===== config.mk =====
export PLATFORM = sky130hd
export DESIGN_NAME = fp_sig_cond
export DESIGN_NICKNAME = d
export VERILOG_FILES = /design/src/rtl/fpc_pkg.sv /design/src/rtl/fpc_ctrl_reg.sv /design/src/rtl/fpc_gate.sv /design/src/rtl/fpc_pack.sv /design/src/rtl/fp_sig_cond.sv
export SDC_FILE = /design/constraint.sdc
export NUM_CORES = 1
export LEC_CHECK = 0
export ABC_CLOCK_PERIOD_IN_PS = 1300
export BUFFER_PORTS_ARGS = -buffer_cell sky130_fd_sc_hd__buf_2
export CAP_MARGIN = 20
export CORE_MARGIN = 2
export CORE_UTILIZATION = 40
export CTS_BUF_LIST = sky130_fd_sc_hd__clkbuf_2
export DETAILED_ROUTE_END_ITERATION = 10
export GPL_TIMING_DRIVEN = 0
export PLACE_DENSITY_LB_ADDON = 0.2
export SLEW_MARGIN = 10
export SYNTH_ARGS = -nofsm -noshare
export SYNTH_HDL_FRONTEND = slang
export SYNTH_HIERARCHICAL = 1
export SYNTH_SLANG_ARGS = --single-unit

===== constraint.sdc =====
create_clock -name clk -period 1.3 [get_ports clk]
set_input_delay 0.065 -clock clk [delete_from_list [all_inputs] [get_ports clk]]
set_output_delay 0.065 -clock clk [all_outputs]
set_load 0.01 [all_outputs]

===== src/rtl/fpc_pkg.sv =====
package fpc_pkg;

    localparam int CH_W  = 12;
    localparam int PIX_W = 3 * CH_W;
    localparam int REG_W = 8;

    typedef enum logic [1:0] {
        FPW_16  = 2'b00,
        FPW_24  = 2'b01,
        FPW_RSV = 2'b10,
        FPW_36  = 2'b11
    } fp_width_e;

    // Packed so that the struct maps onto register bits 7:3.
    typedef struct packed {
        fp_width_e width;
        logic      force_hi;
        logic      force_lp;
        logic      de_hb_only;
    } fp_ctrl_t;

    localparam int CTRL_W = $bits(fp_ctrl_t);
    localparam int PAD_W  = REG_W - CTRL_W;

    function automatic logic [PIX_W-1:0] width_mask(fp_width_e w);
        logic [PIX_W-1:0] m;
        case (w)
            FPW_16:  m = {{(PIX_W-16){1'b0}}, {16{1'b1}}};
            FPW_24:  m = {{(PIX_W-24){1'b0}}, {24{1'b1}}};
            FPW_36:  m = {PIX_W{1'b1}};
            default: m = '0;
        endcase
        return m;
    endfunction

    function automatic logic [PIX_W-1:0] pack_pixel(fp_width_e w, logic [PIX_W-1:0] p);
        logic [CH_W-1:0]  r, g, b;
        logic [PIX_W-1:0] o;
        r = p[3*CH_W-1 -: CH_W];
        g = p[2*CH_W-1 -: CH_W];
        b = p[CH_W-1   -: CH_W];
        o = '0;
        case (w)
            FPW_16:  o[15:0] = {r[CH_W-1 -: 5], g[CH_W-1 -: 6], b[CH_W-1 -: 5]};
            FPW_24:  o[23:0] = {r[CH_W-1 -: 8], g[CH_W-1 -: 8], b[CH_W-1 -: 8]};
            FPW_36:  o = p;
            default: o = '0;
        endcase
        return o;
    endfunction

endpackage


===== src/rtl/fpc_ctrl_reg.sv =====
module fpc_ctrl_reg
    import fpc_pkg::*;
#(
    parameter int                  IDX_W      = 8,
    parameter logic [IDX_W-1:0]    CTRL_INDEX = 8'h12
) (
    input  logic             clk,
    input  logic             rst,
    input  logic             idx_we,
    input  logic [IDX_W-1:0] idx_wdata,
    input  logic             dat_we,
    input  logic [REG_W-1:0] dat_wdata,
    output fp_ctrl_t         ctrl,
    output logic [REG_W-1:0] rdata
);

    logic [IDX_W-1:0] index_q;
    fp_ctrl_t         ctrl_q;
    logic             hit;

    assign hit = (index_q == CTRL_INDEX);

    always_ff @(posedge clk) begin
        if (rst) begin
            index_q <= '0;
        end else if (idx_we) begin
            index_q <= idx_wdata;
        end
    end

    always_ff @(posedge clk) begin
        if (rst) begin
            ctrl_q <= '0;
        end else if (dat_we && hit) begin
            ctrl_q <= fp_ctrl_t'(dat_wdata[REG_W-1 -: CTRL_W]);
        end
    end

    assign ctrl  = ctrl_q;
    assign rdata = hit ? {ctrl_q, {PAD_W{1'b0}}} : '0;

endmodule


===== src/rtl/fpc_gate.sv =====
module fpc_gate
    import fpc_pkg::*;
(
    input  fp_ctrl_t ctrl,
    input  logic     hblank,
    input  logic     vblank,
    input  logic     lp_in,
    output logic     de_nxt,
    output logic     lp_nxt
);

    logic lp_pass_vb;

    always_comb begin
        if (ctrl.de_hb_only) begin
            de_nxt = ~hblank;
        end else begin
            de_nxt = ~(hblank | vblank);
        end
        lp_pass_vb = ctrl.force_lp | ctrl.de_hb_only;
        lp_nxt     = lp_in & (~vblank | lp_pass_vb);
    end

endmodule


===== src/rtl/fpc_pack.sv =====
module fpc_pack
    import fpc_pkg::*;
(
    input  fp_ctrl_t         ctrl,
    input  logic             vblank,
    input  logic [PIX_W-1:0] pix,
    output logic [PIX_W-1:0] data_nxt
);

    logic [PIX_W-1:0] packed_pix;
    logic [PIX_W-1:0] mask;

    always_comb begin
        packed_pix = pack_pixel(ctrl.width, pix);
        mask       = width_mask(ctrl.width);
        if (ctrl.force_hi && vblank) begin
            data_nxt = mask;
        end else begin
            data_nxt = packed_pix;
        end
    end

endmodule


===== src/rtl/fp_sig_cond.sv =====
module fp_sig_cond
    import fpc_pkg::*;
#(
    parameter int               IDX_W      = 8,
    parameter logic [IDX_W-1:0] CTRL_INDEX = 8'h12
) (
    input  logic             clk,
    input  logic             rst,
    input  logic             idx_we,
    input  logic [IDX_W-1:0] idx_wdata,
    input  logic             dat_we,
    input  logic [7:0]       dat_wdata,
    output logic [7:0]       dat_rdata,
    input  logic             hblank,
    input  logic             vblank,
    input  logic             lp_in,
    input  logic [35:0]      pix_in,
    output logic             de_out,
    output logic             lp_out,
    output logic [35:0]      data_out
);

    fp_ctrl_t         ctrl_q;
    logic             de_nxt, lp_nxt;
    logic [PIX_W-1:0] data_nxt;

    typedef struct packed {
        logic             de;
        logic             lp;
        logic [PIX_W-1:0] data;
    } fp_out_t;

    fp_out_t out_q;

    fpc_ctrl_reg #(
        .IDX_W      (IDX_W),
        .CTRL_INDEX (CTRL_INDEX)
    ) u_reg (
        .clk       (clk),
        .rst       (rst),
        .idx_we    (idx_we),
        .idx_wdata (idx_wdata),
        .dat_we    (dat_we),
        .dat_wdata (dat_wdata),
        .ctrl      (ctrl_q),
        .rdata     (dat_rdata)
    );

    fpc_gate u_gate (
        .ctrl   (ctrl_q),
        .hblank (hblank),
        .vblank (vblank),
        .lp_in  (lp_in),
        .de_nxt (de_nxt),
        .lp_nxt (lp_nxt)
    );

    fpc_pack u_pack (
        .ctrl     (ctrl_q),
        .vblank   (vblank),
        .pix      (pix_in),
        .data_nxt (data_nxt)
    );

    always_ff @(posedge clk) begin
        if (rst) begin
            out_q <= '0;
        end else begin
            out_q <= '{de: de_nxt, lp: lp_nxt, data: data_nxt};
        end
    end

    assign de_out   = out_q.de;
    assign lp_out   = out_q.lp;
    assign data_out = out_q.data;

endmodule


# After elaboration in Yosys (flattened, before gate mapping)
# Index checks and enable logic that the tools add are counted.
# classes
n_eq_ne,3
n_mux,7
bitwise,7
n_reduce_logical,3
# op_table
cell,count
case mux 36 bit (3 select lines),1
case mux 16 bit (3 select lines),1
2-to-1 mux 36 bit,1
case mux 8 bit (2 select lines),1
2-to-1 mux 12 bit,1
== test 8 x 5 -> 1 bit (second input constant),1
2-to-1 mux 8 bit,1
NOT 1 bit,3
OR 1 bit,3
== test 2 x 1 -> 1 bit (second input constant),1
== test 2 bit (second input constant),1
logical AND 1 bit,2
zero test 2 bit,1
AND 1 bit,1
2-to-1 mux 1 bit,1
# totals
reg_bits,51
in_bits,59
out_inout_bits,46
wordCells,28

# Longest topological paths before layout
# Gate-level depths: netlist of the first run.
# logic_depth
depth_word,3
mapped_depth,6
ltp_nobuf,3

# By module
# Netlist of the first run, hierarchy kept.
# modules_own_cells
module,n_inst,cells_each,area_each_um2,seq_area_each_um2
fp_sig_cond,1,80,1212.4,760.7
fpc_pack,1,94,857.1,0.0
fpc_ctrl_reg,1,59,620.6,260.2
fpc_gate,1,4,21.3,0.0

# Worst setup path after synthesis of the first run
# OpenSTA, ideal clock, no wires.
# synth_path
kind,reg-to-reg
startpoint,"reg, netlist name u_reg/ctrl[3]"
endpoint,"reg out_q, in the netlist data_out[14]"
setup_time_ns,0.114
arrival_time_ns,1.098
required_time_ns,1.186
setup_slack_ns,0.087
path_stages_with_launch,6
n_path_buf,2
synth_period_minus_slack_ns,1.213
cell_sequence,dfxtp_1 > buf_6 > a22oi_4 > buf_4 > a221oi_2 > nor2b_4
# synth_via
elab_chain_cells,3
elab_cells_between_ends,6
classes_between,eq/ne: 2; mux: 3; reduce/logical: 1
# synth_lines
item,line_no,rtl
"== test 2 bit, or another cell as far along","fpc_pkg.sv:27, fpc_pkg.sv:43",
case mux 16 bit (3 select lines) / case mux 36 bit (3 select lines) (equally long branches),"fpc_pkg.sv:43, fpc_pkg.sv:27",
2-to-1 mux 36 bit (*),fpc_pack.sv:16,if (ctrl.force_hi && vblank) begin
net data_nxt[14],fp_sig_cond.sv:25,logic [PIX_W-1:0] data_nxt;
end signal: assignment,fp_sig_cond.sv:69,"out_q <= '{de: de_nxt, lp: lp_nxt, data: data_nxt};"
end: declaration,fp_sig_cond.sv:33,fp_out_t out_q;
# Mark *: on every way through the listed nets, which the timed path passes. The rest lies on a longest branch.
# A chain may end at the register's enable or synchronous reset.

# Worst setup path in the final report of the first run
# layout_path
startpoint,reg u_reg.index_q[0]
endpoint,out dat_rdata[5]
# layout_via
elab_chain_cells,2
# layout_lines
item,line_no,rtl
start: declaration,fpc_ctrl_reg.sv:17,logic [IDX_W-1:0] index_q;
start signal: assignment,fpc_ctrl_reg.sv:27,index_q <= idx_wdata;
== test 8 x 5 -> 1 bit,fpc_ctrl_reg.sv:21,assign hit = (index_q == CTRL_INDEX);
2-to-1 mux 8 bit,fpc_ctrl_reg.sv:40,"assign rdata = hit ? {ctrl_q, {PAD_W{1'b0}}} : '0;"
end: declaration,fp_sig_cond.sv:13,"output logic [7:0] dat_rdata,"
# Every way passes these cells.

==> impl.org, run 1 <==
** Detailed routing
- Routed wire length per instance :: between 10 and 15 um
- Antenna Nets Post-Route :: 0
- Using the TritonRoute via totals, the vias-per-cell ratio works out to 4.613.
- The pre-antenna-repair detailed-routing pass consisted of 4 iterations.
- For this run, design rule violations remaining after detail routing come to 0.
- Iteration-0 DRC Markers :: between 90 and 100
- Detailed-route via count :: 2,136
- Wires add up to 6.441 mm.

** Timing
- Unrepaired setup endpoints after global routing :: true
- Highest clock frequency the design can meet :: between 0.6 and 0.7 GHz
- Subtracting the final worst setup slack from the clock period gives 1.601 ns.
- Post-route worst setup slack :: -0.3008 ns
- Final worst clock skew :: approximately 0.024 ns
- The final number of hold-violating endpoints came to 0.
- Setup violations remaining at the end of the flow were counted as 12.
- Final slew viol count :: 0
- Part of the cycle the worst path needs :: 123.1%

** Floorplanning
- Row Count :: 30
- From left edge to right edge, the die measures between 80 and 90 um.
- In this run the vertical extent of the chip is between 80 and 90 um.
- Die area :: 7453 um^2
- The core region is ~6700 um^2.
- IO Count :: 105
- Initial standard-cell utilization of the core :: ~41%

** Layout
- In the final layout, the share of cells above drive strength 1 is a little under half.
- Fill cell instance count of the final layout :: approximately 620
- Antenna cells :: 0
- Core utilization of the finished layout :: 57.92%
- For this run, the post-layout net count is 441.
- Area delta synth->final :: 42.73%
- Area taken by multi-input logic gates :: roughly 1500 um^2
- Registers take between 1000 and 1500 um^2.

** GRT
- Summed over all layers, the global routing overflow is 0.
- The first global-routing pass estimated 9.584 mm of wire.
- Global-route total usage across every layer :: between 10% and 20%
- Vias in the first global route :: 1,979
- Pin count of the biggest net entering global routing :: 16
- Initial antenna violation count :: 0

** Power and ir drop
- After layout, the design draws a total of roughly 0.0029 W.
- Worst IR drop on VDD :: between 0.3 and 0.4 mV
- Dividing total power by cell area gives a power density of 748.7 nW/um^2.
- The analysis attributes to cell leakage a power of 1.706 nW.

** Clock tree
- Clock insertion delay at the later pin of the skew report :: 0.43 ns
- Counting every sink on the clock net gives between 50 and 60.
- TritonCTS built the clock tree.
- The longest clock path from root to sink contains 2 buffers.
- Clock H-tree levels :: 2
- The number of clock buffers added by TritonCTS is 5.
- Clock tree root buffer cell :: sky130_fd_sc_hd__clkbuf_2
- Clock-pin slew was measured on the worst setup and hold paths at 0.24 ns.

** Synthesis
- The largest total area in the synthesized netlist belongs to sky130_fd_sc_hd__dfxtp_1.
- Portion of synthesized cell area occupied by the leading cell type :: 37.66%
- The synthesized netlist devotes 0% of its cell area to XOR and XNOR gates.
- Synth Area per Inst :: between 10 and 15 um^2
- The Yosys step of the flow raised 6 warnings.
- Top cell types by occurrence after synthesis :: 51 x sky130_fd_sc_hd__dfxtp_1, 37 x sky130_fd_sc_hd__mux2i_1, 29 x sky130_fd_sc_hd__nor2b_1
- Synthesized area :: 2711 um^2
- Post-synthesis sequential area ratio :: 37.66%
- Post-synth top flop :: sky130_fd_sc_hd__dfxtp_1
- Summing the areas of all compound-gate instances in the mapped netlist gives about 15% of the synthesized area.
- Post-synthesis cell count :: 237
- Number of different library cells in the post-synthesis netlist :: 26
- Multiplexer fraction of the synthesized cell area :: roughly 14%
- By area the synthesized netlist is led by sky130_fd_sc_hd__dfxtp_1 38%, sky130_fd_sc_hd__mux2i_1 14%, sky130_fd_sc_hd__nor2b_4 10%, sky130_fd_sc_hd__nor2b_1 6.7%, sky130_fd_sc_hd__a221oi_2 6.6%.
- Counting flops with a built-in enable in the synthesized netlist gives 0.
- For this run, asynchronously set or reset flops after synthesis account for 0%.
- By area, the combinational part of the netlist is dominated by simple AND/OR/NAND/NOR gates.
- Simple-gate share of the synthesized area :: ~26%
- sky130_fd_sc_hd__dfxtp_1 is the most common cell in the netlist.
- Total of flip-flops plus latches after synthesis :: 51
- After Yosys synthesis, full adders, half adders and majority gates account for 0% of the synthesized area.

** Worst hold path
- The path class of the tightest hold or removal check is in2reg.

** Worst setup path
- Startpoint class of the critical path :: register
- Worst-path fanout max :: 6
- Data on the critical path is required at its endpoint by approximately 1.2 ns.
- Critical path arrival :: 1.54 ns
- The worst setup path is captured at a primary output.
- Register-to-Register Setup Slack :: -0.06 ns
- Type of the setup path with the least slack :: reg2out

** Place
- Detailed placement ended at an HPWL of 4.547 mm.
- The congestion estimate from routability-driven global placement came to approximately 0.77.
- Buffers added on ports :: 97

** Run status
- The run finished, with violations left.
- Failing checks :: negative setup slack

** Run
- # Max-Cap Violations :: 0
==> timing repair <==
item	in CTS	in global routing
endpoints found under the setup margin	40	26
hold buffers	29	1
pin swaps	1	4
endpoints found under the hold margin	27	1
cloned	0	2
gates resized for setup	13	18
buffers inserted	2	7
==> report_power, final <==
part           switching [W]  total, W  internal (W)
registers          0.0000200   0.00163       0.00161
logic               0.000196  0.000458      0.000262
clock network       0.000493  0.000809      0.000316
total               0.000708   0.00290       0.00219
==> worst max-delay path: stages, from the launching register on <==
cell	delay, ns
sky130_fd_sc_hd__dfxtp_2	0.39
sky130_fd_sc_hd__nor4b_4	0.37
sky130_fd_sc_hd__and3_2	0.25
sky130_fd_sc_hd__buf_2	0.13
==> worst paths after layout <==
check,start,end,depth (start not counted)
setup reg to reg,u_reg/index_q[0],u_reg/ctrl[3],4
hold reg to reg,u_reg/ctrl[1],u_reg/ctrl[1],2
setup / recovery,u_reg/index_q[0],dat_rdata[5],3
hold / removal,rst,u_reg/ctrl[2],3
==> cells in the final DEF, fill, tap and decap left out, types with 2 or more instances in the layout <==
master                            n
sky130_fd_sc_hd__buf_2          101
sky130_fd_sc_hd__dfxtp_1         46
sky130_fd_sc_hd__buf_6            4
sky130_fd_sc_hd__clkbuf_2         6
sky130_fd_sc_hd__a221oi_2        12
sky130_fd_sc_hd__nor2b_4         21
sky130_fd_sc_hd__buf_12           5
sky130_fd_sc_hd__dfxtp_2          4
sky130_fd_sc_hd__mux2i_1         35
sky130_fd_sc_hd__conb_1           3
sky130_fd_sc_hd__and2_1           2
sky130_fd_sc_hd__inv_1            2
sky130_fd_sc_hd__a21boi_0         7
sky130_fd_sc_hd__nor2_1           8
sky130_fd_sc_hd__buf_8            4
sky130_fd_sc_hd__o21a_1          12
sky130_fd_sc_hd__clkbuf_16        2
sky130_fd_sc_hd__buf_4           11
sky130_fd_sc_hd__nand2b_1        10
sky130_fd_sc_hd__nor4b_4          2
sky130_fd_sc_hd__nor2b_1         28
sky130_fd_sc_hd__a221oi_1         4
sky130_fd_sc_hd__and2b_1          6
sky130_fd_sc_hd__dlygate4sd3_1   30
sky130_fd_sc_hd__and3_2           5
sky130_fd_sc_hd__mux2i_4          2
==> logic make-up after synthesis <==
logic type	count (synthesis)
buf+inv	25
flops	51
mux	37
simple gates	84
compound gates	39
other cells	1
==> registers in the layout, summed over array words and instances, names as in the netlist <==
register and cells:
de_out 1, lp_out 1, data_out 36, u_reg/index_q 8, u_reg/ctrl 5
==> final cells by class <==
type | count | area share, %
plain buffers | 21 | 5.820
clock buffers | 5 | 0.6466
clock inverters | 3 | 1.002
inverters | 2 | 0.1940
multi-input cells | 163 | 39.19
flip-flops and latches | 51 | 26.61
well taps | 80 | 2.586
repair buffers | 138 | 23.96
==> metrics by stage <==
step / TNS, ns / hold slack [ns] / setup WS (ns) / cell area [um^2] / std cells
6_report: -1.653 / 0.02613 / -0.3008 / 3870 / 463
3_5_place_dp: -1.129 / 0.3063 / -0.08818 / 3304 / 416
2_1_floorplan: 0 / 0.2122 / 0.08725 / 2719 / 239
4_1_cts: -1.987 / 0.0004048 / -0.3471 / 3701 / 454
5_1_grt: -3.170 / 0.009672 / -0.3928 / 3870 / 463
3_3_place_gp: -1.065 / 0.3008 / -0.09109 / 3304 / 416
==> per-layer routing <==
layer,share of wire [%],global-route usage (%),up-vias
li1,-,-,1102
met1,43,20.69,958
met2,49,27.90,71
met3,6.5,4.381,5
met4,1.1,4.261,0
met5,0,0,-
(Power assumes the default switching activity.)
==> run 2, diff against run 1 <==
ABC_CLOCK_PERIOD_IN_PS = 1500   (was 1300)
RECOVER_POWER = 100   (was unset)
SETUP_SLACK_MARGIN = 0.5   (was unset)
clock period = 1.5 ns   (was 1.3 ns; I/O delays follow)
==> impl.org, run 2 (synthesis gave the netlist of run 1 again) <==
** Run status
- The flow ran to the end, but the final reports show violations.
- Failing checks :: negative setup slack

** Clock tree
- The number of levels in the clock H-tree is 2 (unchanged).
- The tree is rooted in a sky130_fd_sc_hd__clkbuf_2.
- The clock insertion delay at the later pin of the skew report is 0.44 ns (about the same).
- TritonCTS clock tree :: yes
- Clk buf depth :: 2 (unchanged)
- The number of sinks on the clock net was 51 (unchanged).
- Total clock buffers created by CTS :: 5 (unchanged)
- Clock transition at the registers of the reported paths :: 0.24 ns (about the same)

** Worst setup path
- The largest stage delay on the critical path came to 0.39 ns (about the same).
- Worst-path fanout max :: 6 (unchanged)
- The data required time at the worst endpoint came to 1.42 ns (+0.18 ns).
- Cell depth of the worst flop-to-flop path :: 7 (+3)
- For this design, the slowest cell found on the critical path is sky130_fd_sc_hd__dfxtp_1.
- CP Capture Type :: primary output
- Critical path arrival :: 1.55 ns (about the same)
- The critical path is of the reg2out type.
- CP cell instances :: nor4b_4 -> and3_2 -> buf_2
- Startpoint class of the critical path :: register

** Floorplanning
- Row Count :: 30 (unchanged)
- The number of I/O pins came to 105 (unchanged).
- The area of the die is 7453 um^2 (unchanged).
- Core Region :: 6681 um^2 (unchanged)
- The die span in x was 86.33 um (unchanged).
- Die height :: 86.33 um (unchanged)
- Initial standard-cell utilization of the core :: 40.58% (unchanged)

** Run
- The max-capacitance violation count was 0 (unchanged).

** Timing
- After layout, the minimum clock period comes to roughly 1.6 ns.
- Timing would allow up to about 0.62 GHz.
- The worst path uses 108.3% of the clock period.
- The worst clock skew on the final layout is 0.01779 ns (-0.006558 ns).
- Setup repair after global routing could not meet its margin everywhere.
- The minimum setup slack in the final design came to -0.1247 ns (+0.1760 ns).
- The final max-slew violation count is 0 (unchanged).
- The total negative slack came to -0.6503 ns (+1.003 ns).
- The count of final setup violators is 9 (-3).
- Final count of hold timing violations :: 0 (unchanged)

** Detailed routing
- The final routed wire length divided by cell count is 14.88 um (+7.0%).
- Iteration-0 DRC Markers :: 99 (+8.8%)
- The via count was 2,234 (+4.6%).
- The total wirelength of the detailed-routed design is 7.142 mm (+11%).
- Antenna Nets Post-Route :: 0 (unchanged)
- DRT Pass-1 Iters :: 4 (unchanged)
- The post-detailed-route DRC marker count was 0 (unchanged).
- Ratio of routed vias to standard cells :: 4.654 (+0.88%)

** Worst hold path
- Hold Path Depth :: 3 (unchanged)
- Worst hold path type :: in2reg

** Layout
- The area taken by flip-flops and latches is 1027 um^2 (-0.24%).
- Fill cell instance count of the final layout :: 565 (-8.7%)
- Max reg flops :: 36 (unchanged)
- From synthesis to final layout, the design area changed by 52.47%.
- The top cell types in the final layout, fill and taps aside, are 64 x sky130_fd_sc_hd__buf_2, 48 x sky130_fd_sc_hd__dfxtp_1, 33 x sky130_fd_sc_hd__mux2i_1, 31 x sky130_fd_sc_hd__dlygate4sd3_1, 27 x sky130_fd_sc_hd__clkbuf_1.
- The library cell used most frequently in the layout, excluding fill and tap cells, is sky130_fd_sc_hd__buf_2.
- The proportion of layout cells with a drive suffix above 1 is 46.50% (-1.3 points).
- Antenna cells :: 0 (unchanged)
- The multi-input logic area was 1587 um^2 (+4.6%).
- Core utilization of the finished layout :: 61.87% (+4.0 points)
- The final net count was 458 (+3.9%).

** GRT
- The global-route wire length before repair came to 10.90 mm (+14%).
- The global routing usage summed across all routing layers came to 18.86% (+2.4 points).
- The largest net degree at the start of global routing came to 15 (-1).
- Aggregate global routing overflow :: 0 (unchanged)
- Vias in the first global route :: 2,238 (+13%)
- The number of antenna violations at the first check in global routing is 0 (unchanged).

** Power and ir drop
- Power density over the cells :: 581.5 nW/um^2 (-22%)
- The leakage power total is 1.728 nW (+1.3%).
- The maximum VDD drop is 0.2956 mV (-21%).

** Place
- Buffers added on ports :: 97 (unchanged)
- Post-detail-place hpwl :: 4.512 mm (-0.76%)
- Final Wtd Congestion :: 0.7715 (+0.23%)
-- run 2: per-stage QoR --
stage | total power [W] | worst slack, ns | instances | hold WS (ns) | area [um^2]
after floorplan | 0.001624 | 0.3001 | 239 | 0.2221 | 2744
after global placement | 0.001767 | 0.1789 | 416 | 0.3108 | 3329
after detailed placement | 0.001771 | 0.1760 | 416 | 0.3271 | 3329
after CTS | 0.002419 | -0.1631 | 477 | 0.002783 | 4120
after global routing | 0.002517 | -0.2221 | 480 | 0.003961 | 4134
final | 0.002404 | -0.1247 | 480 | 0.03741 | 4134
-- run 2: power breakdown --
part           switching (W)  internal, W
Sequential         0.0000202      0.00140
Clock               0.000432     0.000127
Combinational       0.000183     0.000245
-- run 2: per-layer routing --
metal	vias up	global-route usage (%)	share of wire (%)
met3	8	4.286	5.1
met2	69	33.01	50
met4	0	5.114	1.3
li1	1134	-	-
met5	-	0	0
met1	1023	23.27	44
-- run 2: final timing paths --
kind	from	endpoint	slack, ns
worst max-delay path	u_reg/index_q[6]	dat_rdata[4]	-0.12
worst max register to register	u_reg/ctrl[4]	data_out[9]	-0.02
worst min register to register	u_reg/ctrl[0]	u_reg/ctrl[0]	0.53
worst min-delay path	rst	data_out[0]	0.04
-- run 2: critical path, delay by kind of cell (launching register included) --
kind / cells / cell delay, ns
and+or+nand+nor: 2 / 0.61
DFF: 1 / 0.39
buffers and inverters: 1 / 0.12
-- run 2: area by class of cell --
cell class | instances | area share [%]
inverter | 2 | 0.1816
clock inverter | 1 | 0.1211
tap | 80 | 2.421
sequential | 51 | 24.85
timing repair buffer | 153 | 27.12
multi-input combinational | 163 | 38.38
clock buffer | 7 | 0.8475
buffer | 23 | 6.084
-- run 2: timing repair --
item	CTS	global route
pin swaps	12	4
gates resized for setup	59	31
endpoints found under the hold margin	26	2
endpoints found under the setup margin	84	84
setup buffers	19	1
cloned	5	0
hold buffers	29	2
